<file path="src/rtl/trig_detect.sv">
module trig_detect #(
  parameter int SW = 8,
  parameter int CW = 16
) (
  input  logic          clk,
  input  logic          rst_n,
  input  logic          arm,
  input  logic [2:0]    mode,
  input  logic          chan_sel,
  input  logic [SW-1:0] level,
  input  logic [CW-1:0] pulse_len,
  input  logic          smp_valid,
  input  logic [SW-1:0] smp_a,
  input  logic [SW-1:0] smp_b,
  input  logic          ext_trig,
  output logic          trig_out
);
  localparam logic [2:0] M_ABOVE = 3'd0;
  localparam logic [2:0] M_BELOW = 3'd1;
  localparam logic [2:0] M_HIGHP = 3'd2;
  localparam logic [2:0] M_LOWP  = 3'd3;
  localparam logic [2:0] M_EXT   = 3'd4;

  logic [SW-1:0] smp;
  logic          cond, prev_cond, ext_q, run_more, fire;
  logic [CW-1:0] cnt;

  assign smp      = chan_sel ? smp_b : smp_a;
  assign run_more = cnt < pulse_len;

  always_comb begin
    case (mode)
      M_ABOVE, M_HIGHP: cond = smp > level;
      M_BELOW, M_LOWP:  cond = smp < level;
      default:          cond = 1'b0;
    endcase
  end

  always_comb begin
    case (mode)
      M_ABOVE, M_BELOW: fire = smp_valid && cond && !prev_cond;
      M_HIGHP, M_LOWP:  fire = smp_valid && cond && run_more && (cnt + CW'(1) == pulse_len);
      M_EXT:            fire = ext_trig && !ext_q;
      default:          fire = 1'b0;
    endcase
  end

  always_ff @(posedge clk) begin
    if (!rst_n) begin
      prev_cond <= 1'b0;
      cnt       <= '0;
      ext_q     <= 1'b0;
      trig_out  <= 1'b0;
    end else begin
      ext_q    <= ext_trig;
      trig_out <= arm && fire;
      if (smp_valid) begin
        prev_cond <= cond;
        cnt       <= !cond ? '0 : (run_more ? cnt + CW'(1) : cnt);
      end
    end
  end
endmodule


</file>
<file path="config.mk">
export PLATFORM = sky130hd
export DESIGN_NAME = trig_detect
export DESIGN_NICKNAME = d
export VERILOG_FILES = /design/src/rtl/trig_detect.sv
export SDC_FILE = /design/constraint.sdc
export NUM_CORES = 1
export LEC_CHECK = 0
export BUFFER_PORTS_ARGS = -buffer_cell sky130_fd_sc_hd__buf_2
export CAP_MARGIN = 20
export CORE_ASPECT_RATIO = 1.4
export CORE_MARGIN = 4
export CORE_UTILIZATION = 60
export CTS_BUF_LIST = sky130_fd_sc_hd__clkbuf_8
export CTS_CLUSTER_DIAMETER = 30
export DETAILED_ROUTE_END_ITERATION = 16
export PLACE_DENSITY = 0.95
export REMOVE_ABC_BUFFERS = 1
export SETUP_SLACK_MARGIN = 0.1
export SLEW_MARGIN = 20
export SYNTH_ARGS = -nofsm -noshare
export SYNTH_HDL_FRONTEND = slang
export SYNTH_SLANG_ARGS = --single-unit
</file>
<file path="constraint.sdc">
create_clock -name clk -period 5.5 [get_ports clk]
set_clock_uncertainty 0.05 [all_clocks]
set_input_delay 1.1 -clock clk [delete_from_list [all_inputs] [get_ports clk]]
set_output_delay 1.1 -clock clk [all_outputs]
set_load 0.1 [all_outputs]
</file>
# After elaboration in Yosys (flattened, before gate mapping)
# Cells that the tools add are included.
# Widths: inputs -> output; s select.
[word_totals]
output_inout_bits = 1
wordCells = 33
register_bits = 19
input_bits = 49
[op_classes]
n_lt_le_gt_ge = 3
n_mux = 5
n_eq_ne = 6
add_sub_neg = 1
n_reduce_logical = 14
[op_table]
columns = ["operator", "n"]
rows = [
  ["$mux 16", 2],
  ["$add 16x1->16 const B", 1],
  ["$eq 16x16->1", 1],
  ["$lt 16x16->1", 1],
  ["$gt 8x8->1", 1],
  ["$lt 8x8->1", 1],
  ["$mux 8", 1],
  ["$reduce_or 2->1", 4],
  ["$eq 3x2->1 const B", 2],
  ["$logic_and 1x1->1", 6],
  ["$eq 3x1->1 const B", 1],
  ["$eq 3x3->1 const B", 1],
  ["$logic_not 3->1", 1],
  ["$pmux 1 s3", 1],
  ["$logic_not 1->1", 2],
  ["$ne 2x1->1 const B", 1],
  ["$pmux 1 s2", 1],
  ["$reduce_and 2->1", 1],
]

# Longest topological paths before layout
# Gate-level depths: netlist of the first run.
[logic_depth]
depth_word = 8
mapped_depth = 11
ltp_nobuf = 9

# Least setup slack after synthesis of the first run
# No wires, ideal clock.
[synth_path]
path_type = "input -> register"
start = "input port chan_sel"
end = "register trig_out"
arrival_time_ns = 3.549
stages = 10
setup_ns = 0.087
path_buffers = 1
slack_ns = 1.814
required_time_ns = 5.363
cell_sequence = "clkbuf_1 > mux2_2 > ha_1 > nor2b_4 > o211ai_2 > a21oi_2 > or4b_4 > a211o_1 > a211o_1 > o31ai_1"
[synth_via]
elab_chain_len = 8
word_cells_on_any_way = 10
cone_classes = "order compare (2); mux (3); reduce/logical (5)"
[synth_rtl]
columns = ["element", "line_no", "text"]
rows = [
  ["start, declared", "9", "input logic chan_sel,"],
  ["$mux 8 *", "28", "assign smp = chan_sel ? smp_b : smp_a;"],
  ["$lt 8x8->1 / $gt 8x8->1 (equally long branches)", "34, 33", ""],
  ["$pmux 1 s2 *", "32", "case (mode)"],
  ["$logic_and 1x1->1 *", "41, 42", ""],
  ["$logic_and 1x1->1 (2 in series)", "42", "M_HIGHP, M_LOWP: fire = smp_valid && cond && run_more && (cnt + CW'(1) == pulse_len);"],
  ["$pmux 1 s3 *", "40", "case (mode)"],
  ["$logic_and 1x1->1 *", "56", "trig_out <= arm && fire;"],
  ["end signal, assigned", "56", ""],
  ["end, declared", "16", "output logic trig_out"],
]
# Mark *: on every way between the ends. The rest lies on a longest branch, timed or not.
# A chain may end at the register's enable or synchronous reset.

# Worst setup path in the final report of the first run
[layout_path]
start = "input port chan_sel"
end = "register cnt[1]"
[layout_via]
elab_chain_len = 5
word_cells_on_any_way = 7
cone_classes = "order compare (2); eq/ne (1); mux (3); reduce/logical (1)"
[layout_rtl]
columns = ["element", "line_no", "text"]
rows = [
  ["$mux 8 *", "28", ""],
  ["$lt 8x8->1 / $gt 8x8->1 (equally long branches)", "34, 33", ""],
  ["$pmux 1 s2 *", "32", ""],
  ["$ne 2x1->1 (no source line)", "-", ""],
  ["$reduce_and 2->1 (no source line)", "-", ""],
  ["end signal, assigned", "59", "cnt <= !cond ? '0 : (run_more ? cnt + CW'(1) : cnt);"],
  ["end, declared", "26", "logic [CW-1:0] cnt;"],
]
# Marks and branches as above.

==> impl_metrics.json, run 1 <==
{
  "clk_pin_slew_worst_paths_ns": 0.07,
  "cp_max_fo": 12,
  "rsz0062_at_grt": "no",
  "die_x_um": 57.8,
  "synth_area_leader_cell": "dfxtp_1",
  "reg2reg_depth": 7,
  "hold_violations": 0,
  "peakVddDrop_mv": 0.143,
  "cts_tree": "built",
  "htree_levels": 1,
  "most-common-layout-cells": "49 x buf_2, 30 x inv_1, 25 x ha_1, 19 x a21oi_1, 19 x dfxtp_1",
  "worstPathRequired_ns": 5.66,
  "hp-class": "reg -> reg",
  "antenna_found_initial": 0,
  "fp.coreArea_mm2": 0.00335,
  "setup_viol": 0,
  "max_freq_mhz": 273,
  "io_buffer_count": 49,
  "r2r_start": "cnt[7]$_SDFFE_PN0P_",
  "grt_pass1_wl_um": 8580,
  "syn_area_mm2": 0.00208,
  "postCtsSetupRepairBufs": 0,
  "setup_tns_ns": 0,
  "power_switching_mw": 0.0982,
  "mostFrequentLayoutCell": "buf_2",
  "syn_area_per_cell_um2": 8.30,
  "drv_slew": 0,
  "dp_hpwl_um": 4230,
  "io_pins": 50,
  "seqPwrFrac_pct": 42.7,
  "swShare_pct": 30.0,
  "whs_endpoint": "prev_cond$_SDFFE_PN0P_",
  "ys_seq_area_share_pct": 18.3,
  "netlist.area_leader.share_pct": 18.3,
  "cts_sinks": 19,
  "wl_um": 5160,
  "insertion_delay_ns": 0.26,
  "initial_core_util_pct": 62.2,
  "cts-root-buf": "clkbuf_8",
  "critPathLaunchType": "input port",
  "grt.total_usage_pct": 23.8,
  "wire_per_inst_um": 15.4,
  "finalCritPeriodShare_pct": 66.7,
  "cts_buffers": 3,
  "grt-ovfl-total": 0,
  "drt_iter0_drc": 77,
  "ant_nets": 0,
  "cp-end-kind": "flip-flop",
  "antenna_cells": 0,
  "drive_gt1_share_pct": 28.7,
  "reg2reg_setup_slack_ns": 2.75,
  "die-height_um": 77.7,
  "fin_ws_ns": 1.83,
  "layout_min_cycle_time_ns": 3.67,
  "p_int_mw": 0.229,
  "firstDrtPassIters": 5,
  "pwr-share-clk_pct": 30.3,
  "synth_cell_type_count": 52,
  "pwr_density_cell_mw_per_mm2": 137,
  "leakage_nw": 1.07,
  "power_frac_comb_pct": 27.0,
  "hold-path-cell-count": 2,
  "num_rows": 25,
  "finalNonFillerCells": 336,
  "ctsLongestPathBuffers": 2,
  "vias": 2075,
  "cts.repair.resized": 0,
  "max_cap_violations": 0,
  "timing.rr.end": "cnt[1]$_SDFFE_PN0P_",
  "holdBufCountCts": 0,
  "holdWs_ns": 0.412,
  "drc": 0,
  "criticalPathCategory": "in -> reg",
  "min-delay-start": "prev_cond$_SDFFE_PN0P_",
  "ys_seq_elements": 19,
  "gp_congestion": 0.887,
  "place_ws_ns": 1.30,
  "nNetsFinal": 371,
  "viasPerCell": 6.18,
  "grt_max_degree": 14,
  "worstPathArrival_ns": 3.82,
  "area_delta_synth_final_pct": 14.6,
  "grt_pass1_vias": 2012,
  "fillers": 255,
  "yosys_warnings": 0,
  "synthTopCellsByArea": "dfxtp_1 18%, ha_1 15%, xnor2_1 6.7%, inv_1 5.2%, o31ai_2 4.8%",
  "status": "complete, no violations",
  "relSlewSlack_pct": 56.2,
  "tightest_slew_ns": 0.653,
  "p_total_mw": 0.328,
  "die_area_mm2": 0.00449,
  "synth_cells": 251,
  "dp.cells": 332
}
## synthesized netlist by cell type (all sizes together)
cell	n
a2111oi	1
a211o	2
a211oi	2
a21oi	22
a311oi	1
a31oi	2
a32o	1
a41o	1
a41oi	1
and2	2
and3	1
and4	1
buf	3
clkbuf	5
dfxtp	19
ha	25
inv	29
mux2	7
mux2i	5
nand2	17
nand3	12
nand3b	1
nand4	8
nor2	14
nor2b	3
nor3	5
nor4	2
o211ai	12
o21ai	7
o22ai	1
o2bb2ai	1
o311a	1
o311ai	2
o31ai	10
or3	2
or4b	2
xnor2	16
xor2	5
## critical path, stage by stage
cell and delay [ns]:
buf_2 0.19, mux2_2 0.36, ha_1 0.29, nor2b_4 0.13, o211ai_2 0.14, a21oi_2 0.08
or4b_4 0.57, a31oi_2 0.58, and2_1 0.24, a32o_1 0.14
## power by group through the flow
stage | Sequential [mW] | Clock (mW) | Combinational (mW)
CTS | 0.140 | 0.0969 | 0.0880
finish | 0.140 | 0.0992 | 0.0885
global placement | 0.143 | 0 | 0.0837
floorplan | 0.144 | 0 | 0.0529
global route | 0.140 | 0.102 | 0.0990
detailed placement | 0.143 | 0 | 0.0874
## worst max-delay path by stage
stage                         from             endpoint  slack (ns)  cells past startpoint
after global routing      chan_sel  cnt[1]$_SDFFE_PN0P_        1.73                     10
after CTS                 chan_sel  cnt[1]$_SDFFE_PN0P_        1.57                     10
after floorplan           chan_sel  cnt[6]$_SDFFE_PN0P_        1.92                      9
final                     chan_sel  cnt[1]$_SDFFE_PN0P_        1.83                     10
after global placement    chan_sel  cnt[6]$_SDFFE_PN0P_        1.46                     10
after detailed placement  chan_sel  cnt[1]$_SDFFE_PN0P_        1.30                     10
## flip-flops by register name, summed over array words and instances, names as in the netlist
register and count:
prev_cond 1, ext_q 1, cnt 16, trig_out 1
## kinds of logic after synthesis
group | share of synthesized area (%)
buffers and inverters | 7.27
and+or+nand+nor | 19.5
AOI/OAI and AO/OA | 24.9
DFF | 18.3
xor gates and xnor gates | 8.83
muxes | 6.19
adders and majority gates | 15.0
## routing by layer
metal	routed length (µm)	up-vias	GRT usage, %
met4	113	0	7.42
li1	-	1014	-
met1	1860	931	26.9
met5	0	-	0
met2	2680	120	44.0
met3	505	10	3.99
## through the flow
stage | utilization, % | cell area (µm²)
3_5_place_dp | 69.8 | 2340
5_1_grt | 71.3 | 2390
3_3_place_gp | 69.8 | 2340
6_report | 71.3 | 2390
2_1_floorplan | - | 2040
4_1_cts | 71.1 | 2380
## area by class of cell
class	instances	area, µm²	area share (%)
multi-input combinational	195	1560	65.3
sequential	19	380	15.9
timing repair buffer	49	245	10.3
inverter	29	109	4.56
tap	40	50.0	2.10
clock buffer	3	41.3	1.73
clock inverter	1	3.75	0.157
Note: power is estimated with default switching activity, not from simulation.
==> run 2: changes to the inputs <==
--- a/config.mk
+++ b/config.mk
@@ -9,11 +9,11 @@
 export CAP_MARGIN = 20
 export CORE_ASPECT_RATIO = 1.4
 export CORE_MARGIN = 4
-export CORE_UTILIZATION = 60
+export CORE_UTILIZATION = 51
 export CTS_BUF_LIST = sky130_fd_sc_hd__clkbuf_8
 export CTS_CLUSTER_DIAMETER = 30
 export DETAILED_ROUTE_END_ITERATION = 16
-export PLACE_DENSITY = 0.95
+export PLACE_DENSITY = 0.9
 export REMOVE_ABC_BUFFERS = 1
 export SETUP_SLACK_MARGIN = 0.1
 export SLEW_MARGIN = 20
==> constraint.sdc (replaced) <==
create_clock -name clk -period 3.3 [get_ports clk]
set_clock_uncertainty 0.05 [all_clocks]
set_input_delay 0.66 -clock clk [delete_from_list [all_inputs] [get_ports clk]]
set_output_delay 0.66 -clock clk [all_outputs]
set_load 0.1 [all_outputs]
==> run 2 against run 1 <==
Register-to-register slack got worse by 2.1 ns. Die area rose by 15%. Final area rose by 1.7%. Non-clock buffer count rose by 5. Power rose by 67%. Critical endpoint is now trig_out$_SDFF_PN0_. Highest routed layer unchanged.
==> impl_metrics.json, run 2 (synthesis gave the netlist of run 1 again) <==
{
  "status": "complete, no violations",
  "most-common-layout-cells": "49 x buf_2, 30 x inv_1, 25 x ha_1, 19 x a21oi_1, 19 x dfxtp_1",
  "p_int_mw": 0.386,
  "ctsLongestPathBuffers": 2,
  "clk_pin_slew_worst_paths_ns": 0.07,
  "fp.coreArea_mm2": 0.00395,
  "setup_viol": 0,
  "wire_per_inst_um": 15.0,
  "seqPwrFrac_pct": 42.6,
  "drv_slew": 0,
  "cts_buffers": 3,
  "peakVddDrop_mv": 0.230,
  "antenna_cells": 0,
  "postCtsSetupRepairBufs": 0,
  "vias": 2050,
  "worstPathArrival_ns": 3.13,
  "cts_sinks": 19,
  "rsz0062_at_grt": "no",
  "dp_hpwl_um": 4150,
  "ant_nets": 0,
  "io_pins": 50,
  "cp_cell_sequence": "buf_2, mux2_2, ha_1, nor2b_4, o211ai_2, a21oi_2, or4b_4, a21oi_2, nand2_4, o31ai_1",
  "grt_pass1_vias": 2030,
  "insertion_delay_ns": 0.25,
  "swShare_pct": 29.6,
  "cpPeakStageDelay_ns": 0.57,
  "drc": 0,
  "grt_pass1_wl_um": 8560,
  "crit_path_frequent_cell": "a21oi_2",
  "drt_iter0_drc": 127,
  "cp-end-kind": "flip-flop",
  "grt-ovfl-total": 0,
  "max_cap_violations": 0,
  "io_buffer_count": 49,
  "largest_reg_flops": 16,
  "leakage_nw": 1.10,
  "critPathLaunchType": "input port",
  "cts_tree": "built",
  "nNetsFinal": 376,
  "fin_area_mm2": 0.00243,
  "area_delta_synth_final_pct": 16.5,
  "die_x_um": 62.0,
  "tightest_slew_ns": 0.488,
  "viasPerCell": 5.96,
  "max_freq_mhz": 331,
  "cts-root-buf": "clkbuf_8",
  "relSlewSlack_pct": 67.7,
  "htree_levels": 1,
  "num_rows": 27,
  "worstPathRequired_ns": 3.40,
  "pwr-share-clk_pct": 29.8,
  "power_switching_mw": 0.162,
  "power_frac_comb_pct": 27.7,
  "final_util_pct": 61.4,
  "grt.total_usage_pct": 20.8,
  "firstDrtPassIters": 4,
  "die-height_um": 83.6,
  "hold_violations": 0,
  "layout_min_cycle_time_ns": 3.02,
  "hp-class": "reg -> reg",
  "mostFrequentLayoutCell": "buf_2",
  "cp_max_fo": 13,
  "finalCritPeriodShare_pct": 91.6,
  "initial_core_util_pct": 52.7,
  "grt_max_degree": 14,
  "crit_path_top_delay_cell": "or4b_4",
  "holdBufCountCts": 0,
  "wl_um": 5160,
  "pwr_density_cell_mw_per_mm2": 226,
  "antenna_found_initial": 0,
  "placedInstanceArea_mm2": 0.00238,
  "drive_gt1_share_pct": 29.6,
  "regMostFlops": "cnt",
  "gp_congestion": 0.840,
  "die_area_mm2": 0.00519,
  "criticalPathCategory": "in -> reg"
}
-- run 2: cell types whose count changed in the layout (fill, tap and decap cells not counted), sizes merged --
cell	previous run	this run
buf	49	54
-- run 2: path summary, 6_finish.rpt --
| kind | from | endpoint | slack, ns | cells past startpoint |
|---|---|---|---|---|
| setup / recovery | chan_sel | trig_out$_SDFF_PN0_ | 0.28 | 10 |
| hold / removal | prev_cond$_SDFFE_PN0P_ | prev_cond$_SDFFE_PN0P_ | 0.43 | 2 |
| setup reg to reg | cnt[0]$_SDFFE_PN0P_ | trig_out$_SDFF_PN0_ | 0.69 | 8 |
| hold reg to reg | prev_cond$_SDFFE_PN0P_ | prev_cond$_SDFFE_PN0P_ | 0.43 | 2 |
-- run 2: stage by stage --
| step | hold WS, ns | total power [mW] | TNS, ns | setup WS (ns) | cells |
|---|---|---|---|---|---|
| after detailed placement | 0.418 | 0.389 | -0.00262 | -0.00262 | 340 |
| final | 0.428 | 0.548 | 0 | 0.278 | 344 |
| after global routing | 0.455 | 0.577 | 0 | 0.171 | 344 |
| after CTS | 0.429 | 0.548 | 0 | 0.214 | 344 |
| after floorplan | 0.386 | 0.328 | 0 | 0.157 | 243 |
| after global placement | 0.401 | 0.383 | 0 | 0.0751 | 340 |
-- run 2: power by group through the flow --
stage	Clock (mW)	Combinational (mW)	Sequential (mW)
after CTS	0.164	0.152	0.233
after detailed placement	0	0.150	0.239
after global routing	0.173	0.170	0.233
after global placement	0	0.145	0.239
after floorplan	0	0.0882	0.240
final	0.163	0.152	0.233
-- run 2: cell type report --
class / instances / area, µm²
timing repair buffer: 54 / 283
sequential: 19 / 380
tap: 43 / 53.8
clock buffer: 3 / 41.3
multi-input combinational: 195 / 1560
fill: 360 / 1530
clock inverter: 1 / 3.75
inverter: 29 / 109
-- run 2: metal layers --
metal | wire length [µm] | vias up | global-route usage [%] | share of wire, %
met1 | 1930 | 935 | 23.5 | 37
met4 | 137 | 0 | 7.92 | 2.7
met3 | 401 | 14 | 4.18 | 7.8
met5 | 0 | - | 0 | 0
met2 | 2690 | 85 | 36.3 | 52
li1 | - | 1016 | - | -
-- run 2: repair_timing --
| action | 4_1_cts | 5_1_grt |
|---|---|---|
| endpoints found under the hold margin | 0 | 0 |
| resized for setup | 0 | 1 |
| endpoints found under the setup margin | 0 | 1 |
-- run 2: worst max-delay path: cells and delay by family --
family | cells | cell delay [ns]
and+or+nand+nor | 3 | 0.86
AOI/OAI and AO/OA | 4 | 0.78
muxes | 1 | 0.36
adders and majority gates | 1 | 0.29
buffers and inverters | 1 | 0.17
